**config.mk**
```make
export PLATFORM = sky130hd
export DESIGN_NAME = uart_fifo_trig
export DESIGN_NICKNAME = d
export VERILOG_FILES = /design/src/rtl/uft_pkg.sv /design/src/rtl/uft_cfg.sv /design/src/rtl/uft_fifo.sv /design/src/rtl/uft_tx_irq.sv /design/src/rtl/uart_fifo_trig.sv
export SDC_FILE = /design/constraint.sdc
export NUM_CORES = 1
export LEC_CHECK = 0
export BUFFER_PORTS_ARGS = -buffer_cell sky130_fd_sc_hd__buf_2
export CAP_MARGIN = 20
export CORE_ASPECT_RATIO = 2
export CORE_MARGIN = 5
export CORE_UTILIZATION = 29
export CTS_CLUSTER_SIZE = 30
export DETAILED_ROUTE_END_ITERATION = 6
export SYNTH_ARGS = -nofsm -noshare
export SYNTH_HDL_FRONTEND = slang
export SYNTH_SLANG_ARGS = --single-unit
```
**constraint.sdc**
```tcl
create_clock -name clk_i -period 3.5 [get_ports clk_i]
set_input_delay 0.175 -clock clk_i [delete_from_list [all_inputs] [get_ports clk_i]]
set_output_delay 0.175 -clock clk_i [all_outputs]
set_load 0.02 [all_outputs]
```
**src/rtl/uft_pkg.sv**
```systemverilog
package uft_pkg;
  typedef logic [5:0] lvl_t;

  localparam int unsigned CB_EN    = 0;
  localparam int unsigned CB_RXCLR = 1;
  localparam int unsigned CB_TXCLR = 2;
  localparam int unsigned CB_DMA   = 3;

  typedef struct packed {
    logic [1:0] rx_code;
    logic [1:0] tx_code;
    logic       dma;
    logic       en;
  } cfg_t;

  function automatic lvl_t rx_level(input logic [1:0] code);
    case (code)
      2'd0:    return lvl_t'(8);
      2'd1:    return lvl_t'(16);
      2'd2:    return lvl_t'(24);
      default: return lvl_t'(28);
    endcase
  endfunction

  function automatic lvl_t tx_level(input logic [1:0] code);
    case (code)
      2'd0:    return lvl_t'(16);
      2'd1:    return lvl_t'(8);
      2'd2:    return lvl_t'(24);
      default: return lvl_t'(30);
    endcase
  endfunction
endpackage

```
**src/rtl/uft_cfg.sv**
```systemverilog
module uft_cfg
  import uft_pkg::*;
(
  input  logic       clk_i,
  input  logic       rst_ni,
  input  logic       we_i,
  input  logic [7:0] wdata_i,
  input  logic       enh_en_i,
  output cfg_t       cfg_o,
  output logic       rx_clr_o,
  output logic       tx_clr_o,
  output lvl_t       rx_lvl_o,
  output lvl_t       tx_lvl_o
);
  cfg_t cfg_q;

  always_ff @(posedge clk_i or negedge rst_ni) begin
    if (!rst_ni) begin
      cfg_q <= '0;
    end else if (we_i) begin
      cfg_q.en      <= wdata_i[CB_EN];
      cfg_q.dma     <= wdata_i[CB_DMA];
      cfg_q.rx_code <= wdata_i[7:6];
      if (enh_en_i) cfg_q.tx_code <= wdata_i[5:4];
    end
  end

  // clears are pulses: nothing is stored, so they read back as 0
  assign rx_clr_o = we_i && wdata_i[CB_EN] && wdata_i[CB_RXCLR];
  assign tx_clr_o = we_i && wdata_i[CB_EN] && wdata_i[CB_TXCLR];
  assign rx_lvl_o = enh_en_i ? rx_level(cfg_q.rx_code) : lvl_t'(1);
  assign tx_lvl_o = enh_en_i ? tx_level(cfg_q.tx_code) : lvl_t'(1);
  assign cfg_o    = cfg_q;

  a_r4_tx_code_locked: assert property (@(posedge clk_i) disable iff (!rst_ni)
    (we_i && !enh_en_i) |=> $stable(cfg_q.tx_code));
endmodule

```
**src/rtl/uft_fifo.sv**
```systemverilog
module uft_fifo #(
  parameter  int DATA_W = 8,
  parameter  int DEPTH  = 32,
  localparam int PTR_W  = $clog2(DEPTH),
  localparam int CNT_W  = $clog2(DEPTH + 1)
) (
  input  logic              clk_i,
  input  logic              rst_ni,
  input  logic              en_i,
  input  logic              clr_i,
  input  logic              push_i,
  input  logic [DATA_W-1:0] wdata_i,
  input  logic              pop_i,
  output logic [DATA_W-1:0] rdata_o,
  output logic [CNT_W-1:0]  count_o,
  output logic [CNT_W-1:0]  cnt_nxt_o
);
  logic [DATA_W-1:0] mem_q [DEPTH];
  logic [PTR_W-1:0]  wr_q, rd_q;
  logic [CNT_W-1:0]  cnt_q;
  logic [DATA_W-1:0] rdata_q;
  logic              push_ok, pop_ok;

  assign push_ok = en_i && push_i && (cnt_q != CNT_W'(DEPTH));
  assign pop_ok  = pop_i && (cnt_q != '0);

  always_comb begin
    cnt_nxt_o = cnt_q;
    if (clr_i)                 cnt_nxt_o = '0;
    else if (push_ok && !pop_ok) cnt_nxt_o = cnt_q + CNT_W'(1);
    else if (!push_ok && pop_ok) cnt_nxt_o = cnt_q - CNT_W'(1);
  end

  always_ff @(posedge clk_i) begin
    if (push_ok && !clr_i) mem_q[wr_q] <= wdata_i;
  end

  always_ff @(posedge clk_i or negedge rst_ni) begin
    if (!rst_ni) begin
      wr_q    <= '0;
      rd_q    <= '0;
      cnt_q   <= '0;
      rdata_q <= '0;
    end else if (clr_i) begin
      wr_q  <= '0;
      rd_q  <= '0;
      cnt_q <= '0;
    end else begin
      if (push_ok) wr_q <= wr_q + PTR_W'(1);
      if (pop_ok) begin
        rd_q    <= rd_q + PTR_W'(1);
        rdata_q <= mem_q[rd_q];
      end
      cnt_q <= cnt_nxt_o;
    end
  end

  assign rdata_o = rdata_q;
  assign count_o = cnt_q;

  a_r10_count_max: assert property (@(posedge clk_i) disable iff (!rst_ni)
    cnt_q <= CNT_W'(DEPTH));
  a_r10_full_drop: assert property (@(posedge clk_i) disable iff (!rst_ni)
    (push_i && !pop_i && !clr_i && cnt_q == CNT_W'(DEPTH)) |=> cnt_q == CNT_W'(DEPTH));
  a_r11_empty_pop_hold: assert property (@(posedge clk_i) disable iff (!rst_ni)
    (pop_i && cnt_q == '0) |=> $stable(rdata_o));
  a_r11_ptr_gap: assert property (@(posedge clk_i) disable iff (!rst_ni)
    PTR_W'(wr_q - rd_q) == cnt_q[PTR_W-1:0]);
  a_r2_clear_empties: assert property (@(posedge clk_i) disable iff (!rst_ni)
    clr_i |=> cnt_q == '0);
endmodule

```
**src/rtl/uft_tx_irq.sv**
```systemverilog
module uft_tx_irq
  import uft_pkg::*;
#(
  parameter int CNT_W = 6
) (
  input  logic             clk_i,
  input  logic             rst_ni,
  input  logic             clr_i,
  input  lvl_t             lvl_i,
  input  logic [CNT_W-1:0] cnt_i,
  input  logic [CNT_W-1:0] nxt_i,
  output logic             irq_o
);
  logic [CNT_W-1:0] lvl;
  logic filled_q, irq_q, fire_fall, fire_empty;

  assign lvl        = CNT_W'(lvl_i);
  // fall below trigger after an above-trigger refill
  assign fire_fall  = filled_q && (nxt_i < lvl) && (nxt_i < cnt_i);
  // drained to empty without ever exceeding the trigger
  assign fire_empty = !filled_q && (nxt_i == '0) && (cnt_i != '0);

  always_ff @(posedge clk_i or negedge rst_ni) begin
    if (!rst_ni) begin
      irq_q    <= 1'b0;
      filled_q <= 1'b0;
    end else if (clr_i) begin
      irq_q    <= 1'b0;
      filled_q <= 1'b0;
    end else begin
      if (fire_fall || fire_empty) irq_q <= 1'b1;
      else if (nxt_i > cnt_i)      irq_q <= 1'b0;
      if (fire_fall)               filled_q <= 1'b0;
      else if (nxt_i > lvl)        filled_q <= 1'b1;
    end
  end

  assign irq_o = irq_q;

  a_r7_empty_fires: assert property (@(posedge clk_i) disable iff (!rst_ni)
    (!clr_i && cnt_i != '0 && nxt_i == '0) |=> irq_o);
  a_r7_rise_clears: assert property (@(posedge clk_i) disable iff (!rst_ni)
    (!clr_i && nxt_i > cnt_i) |=> !irq_o);
  a_r7_clear_drops: assert property (@(posedge clk_i) disable iff (!rst_ni)
    clr_i |=> !irq_o);
endmodule

```
**src/rtl/uart_fifo_trig.sv**
```systemverilog
module uart_fifo_trig
  import uft_pkg::*;
#(
  parameter  int DATA_W = 8,
  parameter  int DEPTH  = 32,
  localparam int CNT_W  = $clog2(DEPTH + 1)
) (
  input  logic              clk_i,
  input  logic              rst_ni,
  input  logic              cfg_we_i,
  input  logic [7:0]        cfg_wdata_i,
  input  logic              enh_en_i,
  input  logic              tx_push_i,
  input  logic [DATA_W-1:0] tx_wdata_i,
  input  logic              tx_pop_i,
  output logic [DATA_W-1:0] tx_rdata_o,
  output logic [CNT_W-1:0]  tx_count_o,
  input  logic              rx_push_i,
  input  logic [DATA_W-1:0] rx_wdata_i,
  input  logic              rx_pop_i,
  output logic [DATA_W-1:0] rx_rdata_o,
  output logic [CNT_W-1:0]  rx_count_o,
  input  logic              rx_timeout_i,
  output logic              rx_overrun_o,
  output logic              rx_irq_o,
  output logic              tx_irq_o,
  output logic              rxrdy_no,
  output logic              txrdy_no
);
  cfg_t             cfg;
  logic             rx_clr, tx_clr;
  lvl_t             rx_lvl, tx_lvl;
  logic [CNT_W-1:0] rx_nxt, tx_nxt, rx_lvl_c;
  logic             rx_ovr_q, rx_irq_q;

  uft_cfg u_cfg (
    .clk_i, .rst_ni, .we_i(cfg_we_i), .wdata_i(cfg_wdata_i), .enh_en_i,
    .cfg_o(cfg), .rx_clr_o(rx_clr), .tx_clr_o(tx_clr),
    .rx_lvl_o(rx_lvl), .tx_lvl_o(tx_lvl)
  );

  uft_fifo #(.DATA_W(DATA_W), .DEPTH(DEPTH)) u_tx_fifo (
    .clk_i, .rst_ni, .en_i(cfg.en), .clr_i(tx_clr), .push_i(tx_push_i),
    .wdata_i(tx_wdata_i), .pop_i(tx_pop_i), .rdata_o(tx_rdata_o),
    .count_o(tx_count_o), .cnt_nxt_o(tx_nxt)
  );

  uft_fifo #(.DATA_W(DATA_W), .DEPTH(DEPTH)) u_rx_fifo (
    .clk_i, .rst_ni, .en_i(cfg.en), .clr_i(rx_clr), .push_i(rx_push_i),
    .wdata_i(rx_wdata_i), .pop_i(rx_pop_i), .rdata_o(rx_rdata_o),
    .count_o(rx_count_o), .cnt_nxt_o(rx_nxt)
  );

  uft_tx_irq #(.CNT_W(CNT_W)) u_tx_irq (
    .clk_i, .rst_ni, .clr_i(tx_clr), .lvl_i(tx_lvl),
    .cnt_i(tx_count_o), .nxt_i(tx_nxt), .irq_o(tx_irq_o)
  );

  assign rx_lvl_c = CNT_W'(rx_lvl);

  always_ff @(posedge clk_i or negedge rst_ni) begin
    if (!rst_ni) begin
      rx_ovr_q <= 1'b0;
      rx_irq_q <= 1'b0;
    end else if (rx_clr) begin
      rx_ovr_q <= 1'b0;
      rx_irq_q <= 1'b0;
    end else begin
      if (cfg.en && rx_push_i && rx_count_o == CNT_W'(DEPTH)) rx_ovr_q <= 1'b1;
      rx_irq_q <= (rx_nxt >= rx_lvl_c);
    end
  end

  assign rx_overrun_o = rx_ovr_q;
  assign rx_irq_o     = rx_irq_q;

  always_comb begin
    if (cfg.dma) begin
      rxrdy_no = !((rx_count_o >= rx_lvl_c) || (rx_timeout_i && rx_count_o != '0));
      txrdy_no = (tx_count_o == CNT_W'(DEPTH));
    end else begin
      rxrdy_no = (rx_count_o == '0);
      txrdy_no = (tx_count_o != '0);
    end
  end

  a_r1_disabled_hold: assert property (@(posedge clk_i) disable iff (!rst_ni)
    (!cfg.en && !rx_pop_i && !cfg_we_i) |=> $stable(rx_count_o));
  a_r10_overrun_sticky: assert property (@(posedge clk_i) disable iff (!rst_ni)
    (rx_overrun_o && !rx_clr) |=> rx_overrun_o);
  a_r2_rx_clear: assert property (@(posedge clk_i) disable iff (!rst_ni)
    rx_clr |=> (!rx_overrun_o && !rx_irq_o));
  a_r2_tx_clear_isolated: assert property (@(posedge clk_i) disable iff (!rst_ni)
    (tx_clr && !rx_clr && !rx_push_i && !rx_pop_i) |=> $stable(rx_count_o));
endmodule

```
# Word level (Yosys, flattened, before mapping)
# Memories as Yosys holds them, arrays and structs flattened. A register that Yosys moved wholly into a read port is not among the register bits.
# Cells that the tools add are included.
# word_totals
n_memories,2
ramBits,512
ff_bits,42
input_bits,33
out_inout_bits,33
wordCells,124
# classes
eq_ne,8
muxes,35
magnitude_cmp,6
n_bitwise,2
reduce_logical,49
add_sub_neg,8
# memory_table
name,words,word_bits,rd,rd_clocked_by_memory_dff,wr,line,text
u_rx_fifo.mem_q,32,8,1,1,1,uft_fifo.sv:18,logic [DATA_W-1:0] mem_q [DEPTH];
u_tx_fifo.mem_q,32,8,1,1,1,uft_fifo.sv:18,
# ops
cell,n
5-bit two-way mux,10
6-bit two-way mux,8
5-bit case mux with 3 select lines,2
1-bit logical AND,21
"5-bit by 1-bit adder with 5-bit output, second input constant",4
1-bit two-way mux,15
"6-bit by 1-bit adder with 6-bit output, second input constant",2
"6-bit == test, second input constant",2
6-bit >= comparator,2
6-bit zero test,2
"6-bit != test, second input constant",2
6-bit nonzero test,2
"6-bit by 1-bit subtractor with 6-bit output, second input constant",2
1-bit zero test,10
2-bit nonzero test,5
6-bit by 5-bit greater-than comparator with 1-bit output,1
6-bit greater-than comparator,1
6-bit by 5-bit < comparator with 1-bit output,1
6-bit < comparator,1
2-bit AND reduction,3
3-bit nonzero test,2
"2-bit by 1-bit == test with 1-bit output, second input constant",2
"2-bit == test, second input constant",2
2-bit zero test,2
2 further kinds,4

# Depth between registers and ports, before layout
# Gate-level depths: netlist of the first run.
# depth
word_depth,13
ltp_mapped,16
ltp_nobuf,15

# Hierarchy
# A second synthesis of the first run with hierarchy kept.
# unflattened
cells_unflattened,1324
hier_area_um2,23353.6
# by_module_without_submodules
module,seq_area_each_um2,cells_each,area_each_um2,n_inst
uft_fifo,8287.9,596,11096.9,2
uft_tx_irq,50.0,52,417.9,1
uart_fifo_trig,50.0,46,391.6,1
uft_cfg,150.1,34,350.3,1

# Worst setup path after synthesis of the first run
# Ideal clock, no wire load.
# synth_timing
path_type,register to register
start,"reg u_tx_fifo.cnt_q[1], in the netlist u_tx_fifo.count_o[1]"
end,"reg u_tx_irq.irq_q, in the netlist u_tx_irq.irq_o"
setup_slack_ps,194
t_arrival_ps,3223
period_less_slack_ps,3306
path_buffers,0
t_required_ps,3418
setup_time_ps,82
path_stages_with_launch,15
path_cell_list,dfrtp_1 inv_1 ha_1 nor4b_2 o21ai_0 a2111oi_0 a31oi_1 nor2_1 ha_1 nor2b_1 o21ai_0 nand2b_1 a221oi_1 a41oi_1 o22ai_1
# synth_between
elab_chain_cells,13
elab_cells_between_ends,25
classes_between,add/sub: 2; order compare: 3; eq/ne: 1; mux: 5; reduce/logical: 14
# synth_rtl
item,line,text
start: declaration,uft_fifo.sv:20,logic [CNT_W-1:0] cnt_q;
start signal: assignment,uft_fifo.sv:54,cnt_q <= cnt_nxt_o;
branches (longest 13 deep; another with 6-bit by 1-bit subtractor with 6-bit output),--,
end signal: assignment,uft_tx_irq.sv:28,irq_q <= 1'b0;
end signal: assignment,uft_tx_irq.sv:31,if (fire_fall || fire_empty) irq_q <= 1'b1;
end signal: assignment,uft_tx_irq.sv:32,else if (nxt_i > cnt_i) irq_q <= 1'b0;
end: declaration,uft_tx_irq.sv:15,"logic filled_q, irq_q, fire_fall, fire_empty;"
# Several ways; the timed one is not identified.
# A chain may end at the register's enable or synchronous reset.

# Worst setup path in the final report of the first run
# layout_timing
start,"reg u_rx_fifo.cnt_q[0], in the netlist u_rx_fifo.count_o[0]"
end,"reg rx_irq_q, in the netlist rx_irq_o"
# layout_between
elab_chain_cells,9
elab_cells_between_ends,15
classes_between,add/sub: 2; order compare: 1; eq/ne: 1; mux: 4; reduce/logical: 7
# layout_rtl
item,line,text
start: declaration,uft_fifo.sv:20,
start signal: assignment,uft_fifo.sv:54,
branches (longest 5 deep; another with 6-bit by 1-bit subtractor with 6-bit output),--,
6-bit two-way mux (*),uft_fifo.sv:30,else if (push_ok && !pop_ok) cnt_nxt_o = cnt_q + CNT_W'(1);
6-bit two-way mux (*),uft_fifo.sv:29,if (clr_i) cnt_nxt_o = '0;
6-bit >= comparator (*),uart_fifo_trig.sv:70,rx_irq_q <= (rx_nxt >= rx_lvl_c);
1-bit two-way mux (*),uart_fifo_trig.sv:65,end else if (rx_clr) begin
end signal: assignment,uart_fifo_trig.sv:70,
end: declaration,uart_fifo_trig.sv:34,"logic rx_ovr_q, rx_irq_q;"
# Mark *: on every way between the ends.

==> out/results.tsv, run 1 <==
metric	value	unit
wl_per_cell	22.6	um
placedCellCount	2337	
crit_path_end_kind	register	
grt_max_degree	65	
cts_setup_buffers	0	
finalNonFillerCells	2449	
async_flop_share	0.102	
fill_cells	7500	
num_rows	146	
htree_levels	2	
antenna_found_initial	1	
whs_endpoint	rx_overrun_o	
ys_top_cells_by_count	edfxtp_1 (512), mux4_2 (160), nor2_1 (112), dfrtp_1 (58), nand2_1 (48)	
pwr-share-clk	0.279	
fin_crit	3.29	ns
peakVddDrop	0.000500	V
start_util	0.293	
multiInputGateArea	6090	sq um
tightest_slew	1.02	ns
syn_avg_cell_area	19.4	sq um
drcViolationCount	0	
wirelength	55.4	mm
yosysTopAreaCell	edfxtp_1	
place_hpwl	39.4	mm
swShare	0.313	
slew_headroom	0.319	
switchingPower	6.18	mW
min_path_cells	4	
port_buffers	65	
grt_remaining_overflow	0	
grt_pass1_wl	83.0	mm
vias	11700	
drive_gt1_frac	0.303	
arrival	3.76	ns
clkTransAtPathRegs	0.07	ns
period_share	0.941	
worstPathRequired	3.97	ns
drtIter0Drc	645	
rsz0062_at_grt	no	
fin_nets	1438	
core-area	79300	sq um
die_y	410	um
dieArea	86100	sq um
p_int	13.6	mW
start_kind	register	
synth.area.top_cells	edfxtp_1 (66%), mux4_2 (16%), dfrtp_1 (6.3%)	
cp_max_fo	5	
fp.dieW	210	um
synth-seq-cells	570	
syn_to_final_growth	17.3	%
crit_top_cell	nor2_1	
setup_viol	0	
cts_tree	yes	
crit_chain	inv_1 -> ha_1 -> or4b_4 -> o21a_1 -> nor2_1 -> nor2_1 -> xnor2_1 -> or2_2 -> ha_1 -> nor2_1 -> nand2_1 -> a21oi_1 -> o21ai_0 -> a221o_1	
final_antenna_net_count	0	
syn-instance-count	1194	
clock_path_buffers	3	
pwr-share-comb	0.294	
rrSetupSlack	0.21	ns
cts_buffers	51	
reg2reg_from	u_rx_fifo.count_o[0]	
syn_nets	1262	
p_leak	8.97	nW
synth_edf_count	512	
synth_cell_types	57	
synth.most_common_cell	edfxtp_1	
ios	66	
r2r_cells	14	
first_pass_iters	5	
slew_viol_final	0	
synth_top_area_frac	0.663	
status	finished, final reports clean	
hold_path_class	input port to register	
grt_usage	0.128	
fmax	303	MHz
yosysSeqAreaShare	0.725	
powerDensity	725	nW/um^2
synth_flop_cell	edfxtp_1	
grt_pass1_vias	12800	
crit_path_top_delay_cell	or4b_4	
viasPerCell	4.76	
synth_warnings	0	
worstHoldStart	rx_push_i	
reg2reg_to	rx_irq_o	
max_stage_delay	0.50	ns
critPathKind	register to register	
hold_viol	0	
synthesis.area	23200	sq um
setup_tns	0	ns
cts-root-buf	clkbuf_16	
fin_skew	0.0223	ns
place_congestion	0.813	
regArea	16800	sq um
clock_latency	0.60	ns
cap_viol_max_count	0	
clock_sinks	570	
power_frac_seq	0.427	
-- power groups by stage --
stage                     registers (mW)  clock network, mW  logic, mW
after global routing                8.51               5.93       6.25
final                               8.43               5.50       5.80
after global placement              8.58                  0       5.78
after CTS                           8.45               5.68       5.90
after floorplan                     8.33                  0       3.85
after detailed placement            8.60                  0       5.83
-- critical path, delay by kind of cell, from the launching register on --
family	cells	cell delay, ns
AO/OA/AOI/OAI	4	0.74
XOR/XNOR	1	0.14
adder cells (fa/ha/maj)	2	0.47
buffers and inverters	1	0.16
flip-flops	1	0.43
AND/OR/NAND/NOR	6	1.23
-- registers in the layout, indices dropped and copies added, names as in the netlist, 6 cells and up --
signal	cells
u_rx_fifo.rdata_o	8
u_cfg.cfg_o	6
u_tx_fifo.count_o	6
u_rx_fifo.mem_q	256
u_tx_fifo.rdata_o	8
u_tx_fifo.mem_q	256
u_rx_fifo.count_o	6
-- layout make-up --
class / instances / area share
Sequential cell: 570 / 0.618
Multi-Input combinational cell: 548 / 0.224
Antenna cell: 1 / 0.0000919
Timing Repair Buffer: 182 / 0.0481
Clock buffer: 71 / 0.0515
Tap cell: 1036 / 0.0476
Inverter: 17 / 0.00234
Clock inverter: 24 / 0.00836
-- per-stage QoR --
stage | worst slack, ns | instance area, sq um | hold slack [ns] | total power [mW] | utilization
floorplan | 0.194 | 23200 | -0.121 | 12.2 | -
global placement | 0.138 | 25400 | 0.336 | 14.4 | 0.320
detailed placement | 0.0361 | 25400 | 0.343 | 14.4 | 0.320
CTS | 0.0895 | 27200 | 0.0271 | 20.0 | 0.343
global route | 0.00346 | 27200 | 0.0770 | 20.7 | 0.343
finish | 0.205 | 27200 | 0.0544 | 19.7 | 0.343
-- metal layers --
metal | track usage | part of all wire
met4 | 0.0597 | 0.050
met3 | 0.0144 | 0.029
met5 | 0 | 0
met2 | 0.258 | 0.59
met1 | 0.128 | 0.33
-- timing repair --
action	4_1_cts	5_1_grt
pin swaps	0	1
gates cloned	0	0
endpoints found under the hold margin	66	0
endpoints found under the setup margin	1	2
gates resized for setup	1	3
hold buffers	16	0
-- logic make-up (layout without fill, tap and decap cells) --
| kind of cell | count (synthesis) | in the layout | share of synthesized area |
|---|---|---|---|
| AO/OA/AOI/OAI | 77 | 77 | 0.0209 |
| XOR/XNOR | 24 | 24 | 0.00906 |
| adder cells (fa/ha/maj) | 36 | 36 | 0.0193 |
| buffers and inverters | 76 | 294 | 0.0136 |
| flip-flops | 570 | 570 | 0.725 |
| multiplexers | 184 | 184 | 0.166 |
| other | 0 | 1 | 0 |
| AND/OR/NAND/NOR | 227 | 227 | 0.0460 |
-- worst max-delay path by stage --
stage	startpoint	endpoint	slack, ns	depth (start not counted)
after floorplan	u_tx_fifo.count_o[1]	u_tx_irq.irq_o	0.19	14
after global placement	u_tx_fifo.count_o[0]	u_tx_irq.filled_q	0.14	14
after detailed placement	u_tx_fifo.count_o[0]	u_tx_irq.filled_q	0.04	14
after CTS	u_tx_fifo.count_o[0]	u_tx_irq.irq_o	0.09	14
after global routing	u_tx_fifo.count_o[0]	u_tx_irq.filled_q	0.003	14
final	u_rx_fifo.count_o[0]	rx_irq_o	0.21	14
-- cells in the final DEF (no fill, tap or decap), drive strengths merged, types with 3 or more instances in the layout --
| cell | n |
|---|---|
| mux4 | 160 |
| clkbuf | 71 |
| mux2 | 5 |
| mux2i | 19 |
| a211oi | 4 |
| o21ai | 32 |
| a21oi | 15 |
| nand3b | 6 |
| a21o | 4 |
| nor3 | 5 |
| edfxtp | 512 |
| ha | 35 |
| nand3 | 8 |
| xnor2 | 7 |
| clkinvlp | 3 |
| inv | 22 |
| and3 | 9 |
| a31oi | 3 |
| a221oi | 3 |
| dlygate4sd3 | 16 |
| xor2 | 17 |
| nand4 | 11 |
| nor4b | 3 |
| or3b | 5 |
| buf | 166 |
| nand2b | 3 |
| o21a | 3 |
| and2 | 4 |
| nor2 | 112 |
| nand2 | 48 |
| dfrtp | 58 |
| clkinv | 14 |
No activity file was read; power rests on OpenSTA's default activity.
==> inputs of run 2 (changes only) <==
--- a/config.mk
+++ b/config.mk
@@ -5,13 +5,16 @@
 export SDC_FILE = /design/constraint.sdc
 export NUM_CORES = 1
 export LEC_CHECK = 0
-export BUFFER_PORTS_ARGS = -buffer_cell sky130_fd_sc_hd__buf_2
+export BUFFER_PORTS_ARGS = -buffer_cell sky130_fd_sc_hd__buf_4
 export CAP_MARGIN = 20
+export CELL_PAD_IN_SITES_DETAIL_PLACEMENT = 0
+export CELL_PAD_IN_SITES_GLOBAL_PLACEMENT = 2
 export CORE_ASPECT_RATIO = 2
 export CORE_MARGIN = 5
 export CORE_UTILIZATION = 29
 export CTS_CLUSTER_SIZE = 30
 export DETAILED_ROUTE_END_ITERATION = 6
+export PLACE_DENSITY_LB_ADDON = 0.1
 export SYNTH_ARGS = -nofsm -noshare
 export SYNTH_HDL_FRONTEND = slang
 export SYNTH_SLANG_ARGS = --single-unit
==> out/results.tsv, run 2 (same netlist as run 1, synthesis figures left out) <==
metric	value	unit
grt_pass1_wl	96.2	mm
peakVddDrop	0.000421	V
worstPathRequired	3.98	ns
grt_pass1_vias	12800	
reg2reg_from	u_tx_fifo.count_o[0]	
clock_latency	0.62	ns
cts_tree	yes	
hold_viol	0	
crit_path_top_delay_cell	or4b_1	
port_buffers	65	
slew_headroom	0.248	
cp_max_fo	8	
num_rows	146	
finalPower	20.6	mW
rrSetupSlack	0.26	ns
powerDensity	744	nW/um^2
start_kind	register	
drtIter0Drc	589	
tightest_slew	1.13	ns
grt_usage	0.156	
drcViolationCount	0	
wl_per_cell	27.1	um
die_y	410	um
clock_path_buffers	3	
fin_crit	3.24	ns
setup_tns	0	ns
critPathCapture	u_tx_irq.filled_q	
grt_max_degree	59	
cts-root-buf	clkbuf_16	
ios	66	
start_util	0.293	
status	finished, final reports clean	
dieArea	86100	sq um
core-area	79300	sq um
arrival	3.73	ns
viasPerCell	4.71	
rsz0062_at_grt	no	
antenna_cells	0	
place_hpwl	47.1	mm
fp.dieW	210	um
htree_levels	2	
crit_path_end_kind	register	
slew_viol_final	0	
critPathKind	register to register	
vias	11600	
clock_sinks	570	
r2r_cells	14	
crit_top_cell	ha_1	
hold_path_class	input port to register	
reg2reg_to	u_tx_irq.filled_q	
crit_chain	inv_1 -> ha_1 -> or4b_1 -> buf_4 -> mux2i_2 -> nor2_1 -> o21a_1 -> nor3_4 -> ha_1 -> and3_1 -> a221oi_4 -> a31oi_1 -> o2bb2ai_1 -> a21oi_1	
hold_slack	0.0345	ns
cts_buffers	53	
min_path_cells	3	
drive_gt1_frac	0.304	
wirelength	66.9	mm
final_antenna_net_count	0	
clkTransAtPathRegs	0.07	ns
fin_nets	1459	
cap_viol_max_count	0	
grt_remaining_overflow	0	
place_congestion	0.749	
fin_skew	0.0316	ns
fmax	308	MHz
antenna_found_initial	0	
crit_path_start	u_tx_fifo.count_o[0]	
final_cell_mix	edfxtp_1 (512), buf_4 (165), mux4_2 (160), nor2_1 (111), clkbuf_16 (54)	
p_leak	9.16	nW
first_pass_iters	4	
period_share	0.927	
max_stage_delay	0.46	ns
top_regs	u_rx_fifo.mem_q x256, u_tx_fifo.mem_q x256	
syn_to_final_growth	19.3	%
setup_viol	0	
final_common_cell	edfxtp_1	
-- run 2: cell types whose count changed in the layout (fill, tap and decap cells not counted), sizes merged, moves of 3 or more --
| cell | previous run | this run |
|---|---|---|
| inv | 22 | 18 |
| clkinvlp | 3 | 0 |
| clkinv | 14 | 24 |
| bufinv | 2 | 5 |
| buf | 166 | 170 |
| dlygate4sd3 | 16 | 31 |
-- run 2: worst min-delay path by stage --
stage	slack [ns]	start	to
2_1_floorplan	-0.12	rst_ni	rx_irq_o
3_3_place_gp	0.36	rst_ni	u_rx_fifo.count_o[1]
3_5_place_dp	0.37	rst_ni	u_rx_fifo.count_o[1]
4_1_cts	0.001	cfg_wdata_i[1]	rx_irq_o
5_1_grt	0.03	cfg_wdata_i[1]	rx_irq_o
6_report	0.03	cfg_wdata_i[1]	rx_irq_o
-- run 2: worst max-delay path: cells and delay by family, from the launching register on --
| kind | cells | cell delay, ns |
|---|---|---|
| AO/OA/AOI/OAI | 5 | 0.82 |
| multiplexers | 1 | 0.21 |
| adder cells (fa/ha/maj) | 2 | 0.44 |
| buffers and inverters | 2 | 0.27 |
| flip-flops | 1 | 0.38 |
| AND/OR/NAND/NOR | 4 | 0.98 |
-- run 2: timing repair --
item / 4_1_cts / 5_1_grt
buffers inserted: 0 / 1
gates resized for setup: 0 / 8
hold endpoints to repair: 424 / 0
endpoints found under the setup margin: 0 / 3
hold buffers: 31 / 0
-- run 2: stage by stage --
| step | instances | setup WS, ns | instance area [sq um] | utilization |
|---|---|---|---|---|
| final | 2472 | 0.257 | 27700 | 0.349 |
| after global routing | 2472 | 0.00927 | 27700 | 0.349 |
| after CTS | 2471 | 0.0354 | 27600 | 0.349 |
| after detailed placement | 2340 | 0.0625 | 25600 | 0.323 |
| after global placement | 2340 | 0.0391 | 25600 | 0.323 |
| after floorplan | 1194 | 0.194 | 23200 | - |
-- run 2: area by class of cell --
class | instances | area (sq um)
clock inverter | 30 | 299
timing repair buffer | 201 | 1650
inverter | 17 | 63.8
tap | 1036 | 1300
sequential | 570 | 16800
multi-input combinational | 548 | 6100
fill | 7573 | 51600
clock buffer | 70 | 1430
-- run 2: report_power, final --
part / switching, mW / total, mW / internal (mW)
clock: 2.62 / 5.88 / 3.26
combinational: 3.43 / 6.39 / 2.97
sequential: 0.518 / 8.31 / 7.79
total: 6.56 / 20.6 / 14.0
-- run 2: layer usage --
metal | GRT usage | wire length (um) | vias to the layer above
li1 | - | - | 5213
met1 | 0.154 | 22000 | 6193
met2 | 0.331 | 41500 | 160
met3 | 0.0222 | 1980 | 70
met4 | 0.0370 | 1370 | 0
met5 | 0 | 0 | -
==> inputs of run 3 (changes only) <==
--- a/config.mk
+++ b/config.mk
@@ -5,6 +5,7 @@
 export SDC_FILE = /design/constraint.sdc
 export NUM_CORES = 1
 export LEC_CHECK = 0
+export ABC_AREA = 1
 export BUFFER_PORTS_ARGS = -buffer_cell sky130_fd_sc_hd__buf_4
 export CAP_MARGIN = 20
 export CELL_PAD_IN_SITES_DETAIL_PLACEMENT = 0
==> out/results.tsv, run 3 <==
metric	value	unit
vias	15600	
place_area	25800	sq um
swShare	0.373	
period_share	0.869	
drcViolationCount	0	
syn-instance-count	1941	
design_area	27800	sq um
final_common_cell	edfxtp_1	
setup_ws	0.460	ns
clock_sinks	570	
hold_path_class	input port to register	
fmax	329	MHz
htree_levels	2	
core-area	81100	sq um
num_rows	148	
wl_per_cell	24.3	um
viasPerCell	4.89	
cap_viol_max_count	0	
arrival	3.59	ns
fin_crit	3.04	ns
pwr-share-comb	0.319	
yosysTopAreaCell	edfxtp_1	
dieArea	87700	sq um
setup_tns	0	ns
worstPathBufferInverterCount	3	
place_congestion	0.806	
synth_cell_types	43	
clock_latency	0.62	ns
fin_nets	2149	
pwr-share-clk	0.285	
synth-seq-cells	570	
antenna_cells	0	
status	finished, final reports clean	
grt_remaining_overflow	0	
max_stage_delay	0.44	ns
grt_max_degree	113	
rsz0062_at_grt	no	
powerDensity	739	nW/um^2
synth_warnings	0	
ys_top_cells_by_count	edfxtp_1 (512), nor2_1 (352), o21ai_0 (289), nand2_1 (168), nand3_1 (90)	
p_leak	9.56	nW
top_regs	u_rx_fifo.mem_q x256, u_tx_fifo.mem_q x256	
antenna_found_initial	1	
first_pass_iters	5	
cts_buffers	55	
worstPathRequired	4.05	ns
yosysSeqAreaShare	0.711	
hold_viol	0	
die_y	414	um
multiInputGateArea	6120	sq um
drive_gt1_frac	0.129	
syn_to_final_growth	17.6	%
synth.area.top_cells	edfxtp_1 (65%), dfrtp_1 (6.1%), o21ai_0 (6.1%)	
setup_viol	0	
start_kind	register	
regArea	16800	sq um
cp_max_fo	10	
synth_top_area_frac	0.650	
cts-root-buf	clkbuf_16	
tightest_slew	0.982	ns
clock_path_buffers	3	
clkTransAtPathRegs	0.07	ns
p_int	12.9	mW
synthesis.area	23700	sq um
ios	66	
cts_tree	yes	
final_cell_mix	edfxtp_1 (512), nor2_1 (352), o21ai_0 (289), nand2_1 (168), buf_4 (151)	
fill_cells	8043	
peakVddDrop	0.000338	V
port_buffers	65	
syn_avg_cell_area	12.2	sq um
grt_pass1_vias	16100	
syn_nets	2009	
async_flop_share	0.102	
drtIter0Drc	756	
fin_skew	0.0181	ns
critPathKind	register to register	
grt_pass1_wl	112	mm
slew_viol_final	0	
fp.dieW	212	um
crit_path_end_kind	register	
synth_flop_cell	edfxtp_1	
slew_headroom	0.345	
wirelength	77.3	mm
grt_usage	0.174	
crit_chain	inv_1 -> ha_1 -> nand3_2 -> nand2_4 -> inv_4 -> nand2_4 -> nand2_1 -> o21ai_1 -> nand2_1 -> nand3_1 -> inv_1 -> ha_1 -> and3_1 -> o21ai_0 -> nand3b_1 -> nor3b_1 -> a21oi_1 -> a21oi_1	
switchingPower	7.67	mW
start_util	0.292	
synth.most_common_cell	edfxtp_1	
pre_cts_ws	0.469	ns
final_antenna_net_count	0	
place_hpwl	52.4	mm
critical_path.top_delay_family	simple AND/OR/NAND/NOR gates	
power_frac_seq	0.396	
synth_edf_count	512	
crit_path_top_delay_cell	dfrtp_1	
==> run 3: changes by cell type after synthesis, sizes merged, moves of 51 or more <==
| cell | change |
|---|---|
| nand2 | +129 |
| o21ai | +263 |
| inv | +51 |
| nor2 | +246 |
| mux4 | -160 |
| o22ai | +77 |
| nand3 | +89 |
==> run 3: final cells by class <==
type                            instances  area share
Inverter                               72     0.00994
Clock inverter                         25     0.00692
Tap cell                             1050      0.0472
Clock buffer                           79      0.0553
Multi-Input combinational cell       1193       0.220
Timing Repair Buffer                  189      0.0558
Sequential cell                       570       0.605
==> run 3: per-layer routing <==
layer | wire, um | global-route usage | up-vias
met1 | 27000 | 0.177 | 7832
met5 | 0 | 0 | -
met4 | 2320 | 0.0524 | 0
li1 | - | - | 7375
met2 | 45800 | 0.361 | 237
met3 | 2170 | 0.0204 | 107
==> run 3: metrics by stage <==
stage	hold WS (ns)	total power, mW	utilization	std cells
final	0.0337	20.6	0.343	3178
after global routing	0.0227	21.8	0.343	3178
after CTS	0.00142	21.1	0.343	3178
after detailed placement	0.407	15.1	0.318	3040
after global placement	0.395	15.1	0.318	3040
after floorplan	-0.121	12.0	-	1941
==> run 3: kinds of logic (layout without fill, tap and decap cells) <==
kind of cell    after synthesis  count (layout)  synth area share
simple gates                668             668             0.120
xor+xnor                      6               6           0.00222
buf+inv                     178             365            0.0302
compound gates              481             481             0.116
mux                           3               3           0.00143
fa+ha+maj                    35              35            0.0185
flops                       570             570             0.711
==> run 3: repair_timing <==
action / 4_1_cts / 5_1_grt
endpoints found under the hold margin: 409 / 0
setup buffers: 0 / 0
hold buffers: 34 / 0
resized for setup: 0 / 0
==> run 3: power by group through the flow <==
stage	sequential (mW)	clock, mW	combinational (mW)
after floorplan	8.33	0	3.68
after detailed placement	8.31	0	6.79
after global placement	8.30	0	6.78
final	8.16	5.86	6.56
after CTS	8.18	6.06	6.84
after global routing	8.22	6.31	7.27
==> run 3: path summary, 6_finish.rpt <==
path                       cells after the start            startpoint  slack (ns)                    end
max reg2reg                                   18  u_tx_fifo.count_o[0]        0.46         u_tx_irq.irq_o
min in group asynchronous                      2                rst_ni        0.25   u_tx_fifo.count_o[0]
min reg2reg                                    2  u_rx_fifo.rdata_o[4]        0.48   u_rx_fifo.rdata_o[4]
max                                           18  u_tx_fifo.count_o[0]        0.46         u_tx_irq.irq_o
max in group asynchronous                      2                rst_ni        2.53      u_rx_fifo.rd_q[0]
min                                            1         rx_wdata_i[7]        0.03  u_rx_fifo.mem_q[6][7]
